$ cat src/rtl/nor_cmd_pkg.sv
package nor_cmd_pkg;

    typedef enum logic [1:0] {
        MD_ARRAY  = 2'd0,
        MD_ASEL   = 2'd1,
        MD_BYPASS = 2'd2,
        MD_ESUSP  = 2'd3
    } mode_e;

    typedef enum logic [3:0] {
        ST_IDLE,
        ST_U1,
        ST_U2,
        ST_PROG,
        ST_BURST,
        ST_E1,
        ST_E2,
        ST_E3,
        ST_BPROG,
        ST_BRST
    } step_e;

    localparam logic [7:0] CB_UNLK1  = 8'hAA;
    localparam logic [7:0] CB_UNLK2  = 8'h55;
    localparam logic [7:0] CB_ASEL   = 8'h90;
    localparam logic [7:0] CB_PROG   = 8'hA0;
    localparam logic [7:0] CB_BYPASS = 8'h20;
    localparam logic [7:0] CB_ERASE  = 8'h80;
    localparam logic [7:0] CB_BURST  = 8'hC0;
    localparam logic [7:0] CB_CHIP   = 8'h10;
    localparam logic [7:0] CB_SECT   = 8'h30;
    localparam logic [7:0] CB_RESET  = 8'hF0;
    localparam logic [7:0] CB_SUSP   = 8'hB0;
    localparam logic [7:0] CB_ZERO   = 8'h00;
    localparam logic [7:0] CB_ONE    = 8'h01;

endpackage

$ cat src/rtl/nor_cycle_classify.sv
module nor_cycle_classify #(
    parameter int CMP_W = 11
) (
    input  logic [CMP_W-1:0] addr_lo,
    input  logic [7:0]       data_lo,
    output logic             at_first,
    output logic             at_second,
    output logic [7:0]       cbyte
);
    localparam logic [CMP_W-1:0] FIRST_A  = CMP_W'(11'h555);
    localparam logic [CMP_W-1:0] SECOND_A = CMP_W'(11'h2AA);

    always_comb begin
        at_first  = (addr_lo == FIRST_A);
        at_second = (addr_lo == SECOND_A);
        cbyte     = data_lo;
    end
endmodule

$ cat src/rtl/nor_cmd_fsm.sv
module nor_cmd_fsm
    import nor_cmd_pkg::*;
#(
    parameter int ADDR_W   = 19,
    parameter int SECT_LSB = 12,
    localparam int SECT_W  = ADDR_W - SECT_LSB
) (
    input  logic              clk,
    input  logic              rst_n,
    input  logic              wr_en,
    input  logic              busy,
    input  logic              erase_active,
    input  logic [ADDR_W-1:0] addr,
    input  logic [15:0]       wdata,
    input  logic              at_first,
    input  logic              at_second,
    input  logic [7:0]        cbyte,
    output mode_e             mode,
    output logic              burst_mode,
    output logic              prog_pulse,
    output logic [ADDR_W-1:0] prog_addr,
    output logic [15:0]       prog_data,
    output logic              chip_erase_pulse,
    output logic              sect_erase_pulse,
    output logic [SECT_W-1:0] sect_addr,
    output logic              susp_pulse,
    output logic              resume_pulse,
    output logic              burst_en_pulse,
    output logic              burst_dis_pulse
);
    typedef struct packed {
        mode_e             mode;
        step_e             step;
        logic              burst;
        logic              prog_p;
        logic [ADDR_W-1:0] paddr;
        logic [15:0]       pdata;
        logic              chip_p;
        logic              sect_p;
        logic [SECT_W-1:0] saddr;
        logic              susp_p;
        logic              res_p;
        logic              ben_p;
        logic              bdis_p;
    } fsm_t;

    fsm_t st_d, st_q;
    logic suspend_hit;

    always_comb begin
        st_d        = st_q;
        st_d.prog_p = 1'b0;
        st_d.chip_p = 1'b0;
        st_d.sect_p = 1'b0;
        st_d.susp_p = 1'b0;
        st_d.res_p  = 1'b0;
        st_d.ben_p  = 1'b0;
        st_d.bdis_p = 1'b0;
        suspend_hit = wr_en && (cbyte == CB_SUSP) && erase_active
                      && (st_q.mode == MD_ARRAY);

        if (suspend_hit) begin
            st_d.susp_p = 1'b1;
            st_d.mode   = MD_ESUSP;
            st_d.step   = ST_IDLE;
        end else if (wr_en && !busy) begin
            if (st_q.step == ST_PROG || st_q.step == ST_BPROG) begin
                st_d.prog_p = 1'b1;
                st_d.paddr  = addr;
                st_d.pdata  = wdata;
                st_d.step   = ST_IDLE;
            end else if (cbyte == CB_RESET) begin
                st_d.step = ST_IDLE;
                if (st_q.mode == MD_ASEL) st_d.mode = MD_ARRAY;
            end else if (st_q.mode == MD_BYPASS) begin
                st_d.step = ST_IDLE;
                if (st_q.step == ST_IDLE) begin
                    if (cbyte == CB_PROG)      st_d.step = ST_BPROG;
                    else if (cbyte == CB_ASEL) st_d.step = ST_BRST;
                end else if (st_q.step == ST_BRST && cbyte == CB_ZERO) begin
                    st_d.mode = MD_ARRAY;
                end
            end else if (st_q.mode != MD_ASEL) begin
                st_d.step = ST_IDLE;
                unique case (st_q.step)
                    ST_IDLE: begin
                        if (st_q.mode == MD_ESUSP && cbyte == CB_SECT) begin
                            st_d.res_p = 1'b1;
                            st_d.mode  = MD_ARRAY;
                        end else if (at_first && cbyte == CB_UNLK1) begin
                            st_d.step = ST_U1;
                        end
                    end
                    ST_U1: if (at_second && cbyte == CB_UNLK2) st_d.step = ST_U2;
                    ST_U2: begin
                        if (at_first) begin
                            if (cbyte == CB_PROG) st_d.step = ST_PROG;
                            else if (st_q.mode == MD_ARRAY) begin
                                case (cbyte)
                                    CB_ASEL:   st_d.mode = MD_ASEL;
                                    CB_BYPASS: st_d.mode = MD_BYPASS;
                                    CB_ERASE:  st_d.step = ST_E1;
                                    CB_BURST:  st_d.step = ST_BURST;
                                    default:   st_d.step = ST_IDLE;
                                endcase
                            end
                        end
                    end
                    ST_BURST: begin
                        if (cbyte == CB_ONE) begin
                            st_d.ben_p = 1'b1;
                            st_d.burst = 1'b1;
                        end else if (cbyte == CB_ZERO) begin
                            st_d.bdis_p = 1'b1;
                            st_d.burst  = 1'b0;
                        end
                    end
                    ST_E1: if (at_first && cbyte == CB_UNLK1)  st_d.step = ST_E2;
                    ST_E2: if (at_second && cbyte == CB_UNLK2) st_d.step = ST_E3;
                    ST_E3: begin
                        if (at_first && cbyte == CB_CHIP) begin
                            st_d.chip_p = 1'b1;
                        end else if (cbyte == CB_SECT) begin
                            st_d.sect_p = 1'b1;
                            st_d.saddr  = addr[ADDR_W-1:SECT_LSB];
                        end
                    end
                    default: st_d.step = ST_IDLE;
                endcase
            end
        end
    end

    always_ff @(posedge clk) begin
        if (!rst_n) begin
            st_q       <= '0;
            st_q.mode  <= MD_ARRAY;
            st_q.step  <= ST_IDLE;
        end else begin
            st_q <= st_d;
        end
    end

    assign mode             = st_q.mode;
    assign burst_mode       = st_q.burst;
    assign prog_pulse       = st_q.prog_p;
    assign prog_addr        = st_q.paddr;
    assign prog_data        = st_q.pdata;
    assign chip_erase_pulse = st_q.chip_p;
    assign sect_erase_pulse = st_q.sect_p;
    assign sect_addr        = st_q.saddr;
    assign susp_pulse       = st_q.susp_p;
    assign resume_pulse     = st_q.res_p;
    assign burst_en_pulse   = st_q.ben_p;
    assign burst_dis_pulse  = st_q.bdis_p;
endmodule

$ cat src/rtl/nor_id_read.sv
module nor_id_read
    import nor_cmd_pkg::*;
#(
    parameter logic [15:0] MFR_ID = 16'h0001,
    parameter logic [15:0] DEV_ID = 16'h2281
) (
    input  logic        clk,
    input  logic        rst_n,
    input  logic        rd_en,
    input  logic [7:0]  offset,
    input  mode_e       mode,
    input  logic        sect_prot,
    input  logic        burst_mode,
    output logic        rd_valid,
    output logic [15:0] rd_data
);
    typedef struct packed {
        logic        vld;
        logic [15:0] dat;
    } rd_t;

    rd_t rd_d, rd_q;

    always_comb begin
        rd_d.vld = rd_en;
        rd_d.dat = '0;
        if (rd_en && mode == MD_ASEL) begin
            case (offset)
                8'h00:   rd_d.dat = MFR_ID;
                8'h01:   rd_d.dat = DEV_ID;
                8'h02:   rd_d.dat = {15'd0, sect_prot};
                8'h03:   rd_d.dat = {15'd0, burst_mode};
                default: rd_d.dat = '0;
            endcase
        end
    end

    always_ff @(posedge clk) begin
        if (!rst_n) rd_q <= '0;
        else        rd_q <= rd_d;
    end

    assign rd_valid = rd_q.vld;
    assign rd_data  = rd_q.dat;
endmodule

$ cat src/rtl/nor_cmd_decoder.sv
module nor_cmd_decoder
    import nor_cmd_pkg::*;
#(
    parameter int          ADDR_W   = 19,
    parameter int          CMP_W    = 11,
    parameter int          SECT_LSB = 12,
    parameter logic [15:0] MFR_ID   = 16'h0001,
    parameter logic [15:0] DEV_ID   = 16'h2281,
    localparam int         SECT_W   = ADDR_W - SECT_LSB
) (
    input  logic              clk,
    input  logic              rst_n,
    input  logic              wr_en,
    input  logic              rd_en,
    input  logic [ADDR_W-1:0] addr,
    input  logic [15:0]       wdata,
    input  logic              busy,
    input  logic              erase_active,
    input  logic              sect_prot,
    output logic [1:0]        mode,
    output logic              burst_mode,
    output logic              prog_pulse,
    output logic [ADDR_W-1:0] prog_addr,
    output logic [15:0]       prog_data,
    output logic              chip_erase_pulse,
    output logic              sect_erase_pulse,
    output logic [SECT_W-1:0] sect_addr,
    output logic              susp_pulse,
    output logic              resume_pulse,
    output logic              burst_en_pulse,
    output logic              burst_dis_pulse,
    output logic              rd_valid,
    output logic [15:0]       rd_data
);
    logic       at_first, at_second;
    logic [7:0] cbyte;
    mode_e      mode_w;

    nor_cycle_classify #(.CMP_W(CMP_W)) i_classify (
        .addr_lo   (addr[CMP_W-1:0]),
        .data_lo   (wdata[7:0]),
        .at_first  (at_first),
        .at_second (at_second),
        .cbyte     (cbyte)
    );

    nor_cmd_fsm #(.ADDR_W(ADDR_W), .SECT_LSB(SECT_LSB)) i_fsm (
        .clk              (clk),
        .rst_n            (rst_n),
        .wr_en            (wr_en),
        .busy             (busy),
        .erase_active     (erase_active),
        .addr             (addr),
        .wdata            (wdata),
        .at_first         (at_first),
        .at_second        (at_second),
        .cbyte            (cbyte),
        .mode             (mode_w),
        .burst_mode       (burst_mode),
        .prog_pulse       (prog_pulse),
        .prog_addr        (prog_addr),
        .prog_data        (prog_data),
        .chip_erase_pulse (chip_erase_pulse),
        .sect_erase_pulse (sect_erase_pulse),
        .sect_addr        (sect_addr),
        .susp_pulse       (susp_pulse),
        .resume_pulse     (resume_pulse),
        .burst_en_pulse   (burst_en_pulse),
        .burst_dis_pulse  (burst_dis_pulse)
    );

    nor_id_read #(.MFR_ID(MFR_ID), .DEV_ID(DEV_ID)) i_idrd (
        .clk        (clk),
        .rst_n      (rst_n),
        .rd_en      (rd_en),
        .offset     (addr[7:0]),
        .mode       (mode_w),
        .sect_prot  (sect_prot),
        .burst_mode (burst_mode),
        .rd_valid   (rd_valid),
        .rd_data    (rd_data)
    );

    assign mode = mode_w;
endmodule

$ cat config.mk
export PLATFORM = sky130hd
export DESIGN_NAME = nor_cmd_decoder
export DESIGN_NICKNAME = d
export VERILOG_FILES = /design/src/rtl/nor_cmd_pkg.sv /design/src/rtl/nor_cycle_classify.sv /design/src/rtl/nor_cmd_fsm.sv /design/src/rtl/nor_id_read.sv /design/src/rtl/nor_cmd_decoder.sv
export SDC_FILE = /design/constraint.sdc
export NUM_CORES = 1
export LEC_CHECK = 0
export ABC_AREA = 1
export BUFFER_PORTS_ARGS = -buffer_cell sky130_fd_sc_hd__buf_2
export CORE_ASPECT_RATIO = 1.1
export CORE_MARGIN = 2
export CORE_UTILIZATION = 50
export DETAILED_ROUTE_END_ITERATION = 7
export GPL_ROUTABILITY_DRIVEN = 0
export GPL_TIMING_DRIVEN = 0
export PLACE_DENSITY = 0.87
export SLEW_MARGIN = 10
export SYNTH_ARGS = -nofsm -noshare
export SYNTH_HDL_FRONTEND = slang
export SYNTH_SLANG_ARGS = --single-unit
$ cat constraint.sdc
create_clock -name clk -period 2.2 [get_ports clk]
set_clock_uncertainty 0.2 [all_clocks]
set_input_delay 0.11 -clock clk [delete_from_list [all_inputs] [get_ports clk]]
set_output_delay 0.11 -clock clk [all_outputs]
set_load 0.03 [all_outputs]
==> flow_metrics.py <==
metrics = {
    "outcome": {
        "status": "complete, no violations",
    },
    "drt": {
        "final_antenna_net_count": 0,
        "drc_errors": 0,
        "vias": 3632,
        "avgRoutedWirePerCell_um": 13.30,
        "firstDrtPassIters": 5,
        "drt_iter0_drc": 269,
        "drt_wl_total_um": 9457,
        "vias_per_cell": 5.108,
    },
    "worst_setup_path": {
        "reg2reg_depth": 9,
        "crit_fanout": 10,
        "path_class": "input port to flop",
        "end_kind": "flop",
        "crit_arrival_ns": 2.14,
        "critPathLaunchType": "input port",
        "required_ns": 2.22,
    },
    "global_route": {
        "grtUsageTotal_pct": 27.35,
        "grt_overflow": 0,
        "grt_max_degree": 11,
        "use_met3_pct": 6.701,
        "globalRouteMet2Util_pct": 48.26,
        "antenna_found_initial": 0,
        "grt_pass1_vias": 3505,
        "busiest_layer": "met2",
        "grt_pass1_wl_um": 14920,
        "grt.met1_usage_pct": 28.68,
    },
    "floorplan": {
        "rows": 30,
        "start_util_pct": 51.88,
        "io_pins": 111,
        "die-area_um2": 7084,
        "core_um2": 6193,
        "die_w_um": 80.43,
        "die_h_um": 88.08,
    },
    "synth": {
        "netlist_instances": 466,
        "synth-async-reset-ratio_pct": 0,
        "mappedNetlistArea_um2": 3213,
        "synth_commonest_cells": "nor2_1 (89), buf_4 (59), dfxtp_1 (59)",
        "synth_cell_types": 30,
        "ys.flop_type": "dfxtp_1",
        "synth_top_area_share_pct": 36.76,
        "synth.most_common_cell": "nor2_1",
        "yosysWarnings": 0,
        "synth-edff-count": 0,
        "synth_area_leader_cell": "dfxtp_1",
        "ys_ff_latch": 59,
        "yosysSeqAreaShare_pct": 36.76,
        "synth_area_per_cell_um2": 6.895,
        "yosys-top-cells-area": "dfxtp_1 (37%), buf_4 (14%), nor2_1 (10%)",
    },
    "timing": {
        "whs_ns": 0.07925,
        "setup_ws_ns": 0.07849,
        "period_needed_ns": 2.122,
        "tns_ns": 0,
        "hold_viol": 0,
        "slew_violations": 0,
        "clock.fmax_mhz": 471.4,
        "rsz0062_at_grt": "true",
        "period_share_pct": 96.43,
        "setup_viol": 0,
    },
    "final_layout": {
        "final_cells": 711,
        "design_area_um2": 4469,
        "diodes": 0,
        "final_nets": 669,
        "fin_util_pct": 72.16,
        "drive_above_1_share_pct": 31.70,
        "area_growth_pct": 39.10,
    },
    "power": {
        "p_sw_mw": 0.5524,
        "p_seq_share_pct": 46.3,
        "ir_worst_vdd_mv": 0.3358,
        "clkPwrFrac_pct": 42.8,
        "switching_share_pct": 23.91,
        "total_power_mw": 2.311,
        "comb_power_share_pct": 10.9,
        "power.density_nw_per_um2": 517.0,
        "internal-power_mw": 1.758,
        "p_leak_nw": 2.324,
    },
    "placed_design": {
        "place_ws_ns": 0.08139,
        "place_area_um2": 3845,
        "place_hpwl_um": 6262,
        "io_buffer_count": 98,
        "place_inst": 655,
    },
    "clock_tree": {
        "root_buffer": "clkbuf_8",
        "cts_sinks": 59,
        "clock_path_buffers": 2,
        "cts_made_buffers": 9,
        "htreeDepth": 3,
        "clk_latency_ns": 0.33,
        "tritoncts": "done",
        "clkSlewWorstSetupHoldPaths_ns": 0.06,
    },
    "hold_path": {
        "min_path_type": "input port to flop",
        "holdPathStages": 5,
    },
    "flow_run": {
        "max_cap_viol_count": 0,
    },
}
## worst paths after layout
| check | slack (ns) | to | start |
|---|---|---|---|
| worst max-delay path | 0.08 | i_fsm.sect_addr[2]$_SDFFE_PN0P_ | wdata[2] |
| worst min-delay path | 0.08 | i_fsm.prog_addr[11]$_SDFFE_PN0P_ | busy |
| worst max register to register | 0.09 | i_fsm.sect_addr[2]$_SDFFE_PN0P_ | i_fsm.mode[1]$_SDFFE_PN0P_ |
| worst min register to register | 0.28 | i_fsm.sect_addr[1]$_SDFFE_PN0P_ | i_fsm.sect_addr[1]$_SDFFE_PN0P_ |
## cell families after synthesis
| logic type | count (synthesis) | share of synthesized area (%) |
|---|---|---|
| other | 1 | 0.1167 |
| AND/OR/NAND/NOR | 209 | 28.97 |
| flip-flops | 59 | 36.76 |
| buffers and inverters | 119 | 21.30 |
| AO/OA/AOI/OAI | 78 | 12.85 |
## worst max-delay path: stages
cell and delay (ns):
dlygate4sd3_1 0.52, buf_2 0.13, inv_1 0.09, nand2_2 0.08
nor2_2 0.05, buf_6 0.14, nand3_4 0.09, nand2_1 0.09
nor3_1 0.18, nand4_1 0.28, o21ai_0 0.29, nor2_1 0.08
## placed cells by master (no fill, tap or decap), types with 2 or more instances in the layout
cell type	instances
a21oi_1	30
buf_2	102
buf_4	62
clkbuf_1	6
clkbuf_8	11
conb_1	12
dfxtp_1	59
dlygate4sd3_1	38
inv_1	44
inv_2	4
nand2_1	57
nand2_2	5
nand3_1	24
nand3_4	2
nand3b_1	2
nand4_1	8
nor2_1	89
nor2_2	2
nor2_4	3
nor3_1	12
nor4_1	3
o21ai_0	41
o21ai_1	3
## layer usage
metal | up-vias | share of wire [%]
li1 | 1753 | -
met1 | 1614 | 37
met2 | 205 | 49
met3 | 60 | 8.2
met4 | 0 | 6.3
met5 | - | 0
## state kept, by name, indices dropped and copies added (netlist names), 2 cells and up
name,flops
i_fsm.sect_addr,7
i_fsm.st_q,4
i_fsm.mode,2
i_fsm.prog_addr,19
i_fsm.prog_data,16
i_idrd.rd_data,2
## final cells by class
| type | instances | area [um2] |
|---|---|---|
| clock inverters | 2 | 35.03 |
| fillers | 442 | 1724 |
| plain buffers | 70 | 498.0 |
| well taps | 80 | 100.1 |
| clock buffers | 13 | 158.9 |
| flip-flops and latches | 59 | 1181 |
| multi-input cells | 299 | 1416 |
| inverters | 49 | 186.4 |
| repair buffers | 139 | 893.4 |
## power by group through the flow
stage	combinational, mW	sequential [mW]	clock (mW)
after floorplan	0.117	1.10	0
after global placement	0.183	1.09	0
after detailed placement	0.186	1.09	0
after CTS	0.239	1.07	0.990
after global routing	0.274	1.07	1.05
final	0.253	1.07	0.988
## what timing repair did
| action | 4_1_cts | 5_1_grt |
|---|---|---|
| setup endpoints to repair | 0 | 39 |
| buffers inserted | 0 | 3 |
| hold endpoints to repair | 48 | 0 |
| hold buffers | 38 | 0 |
| gates resized for setup | 0 | 8 |
Note: power is estimated with default switching activity, not from simulation.
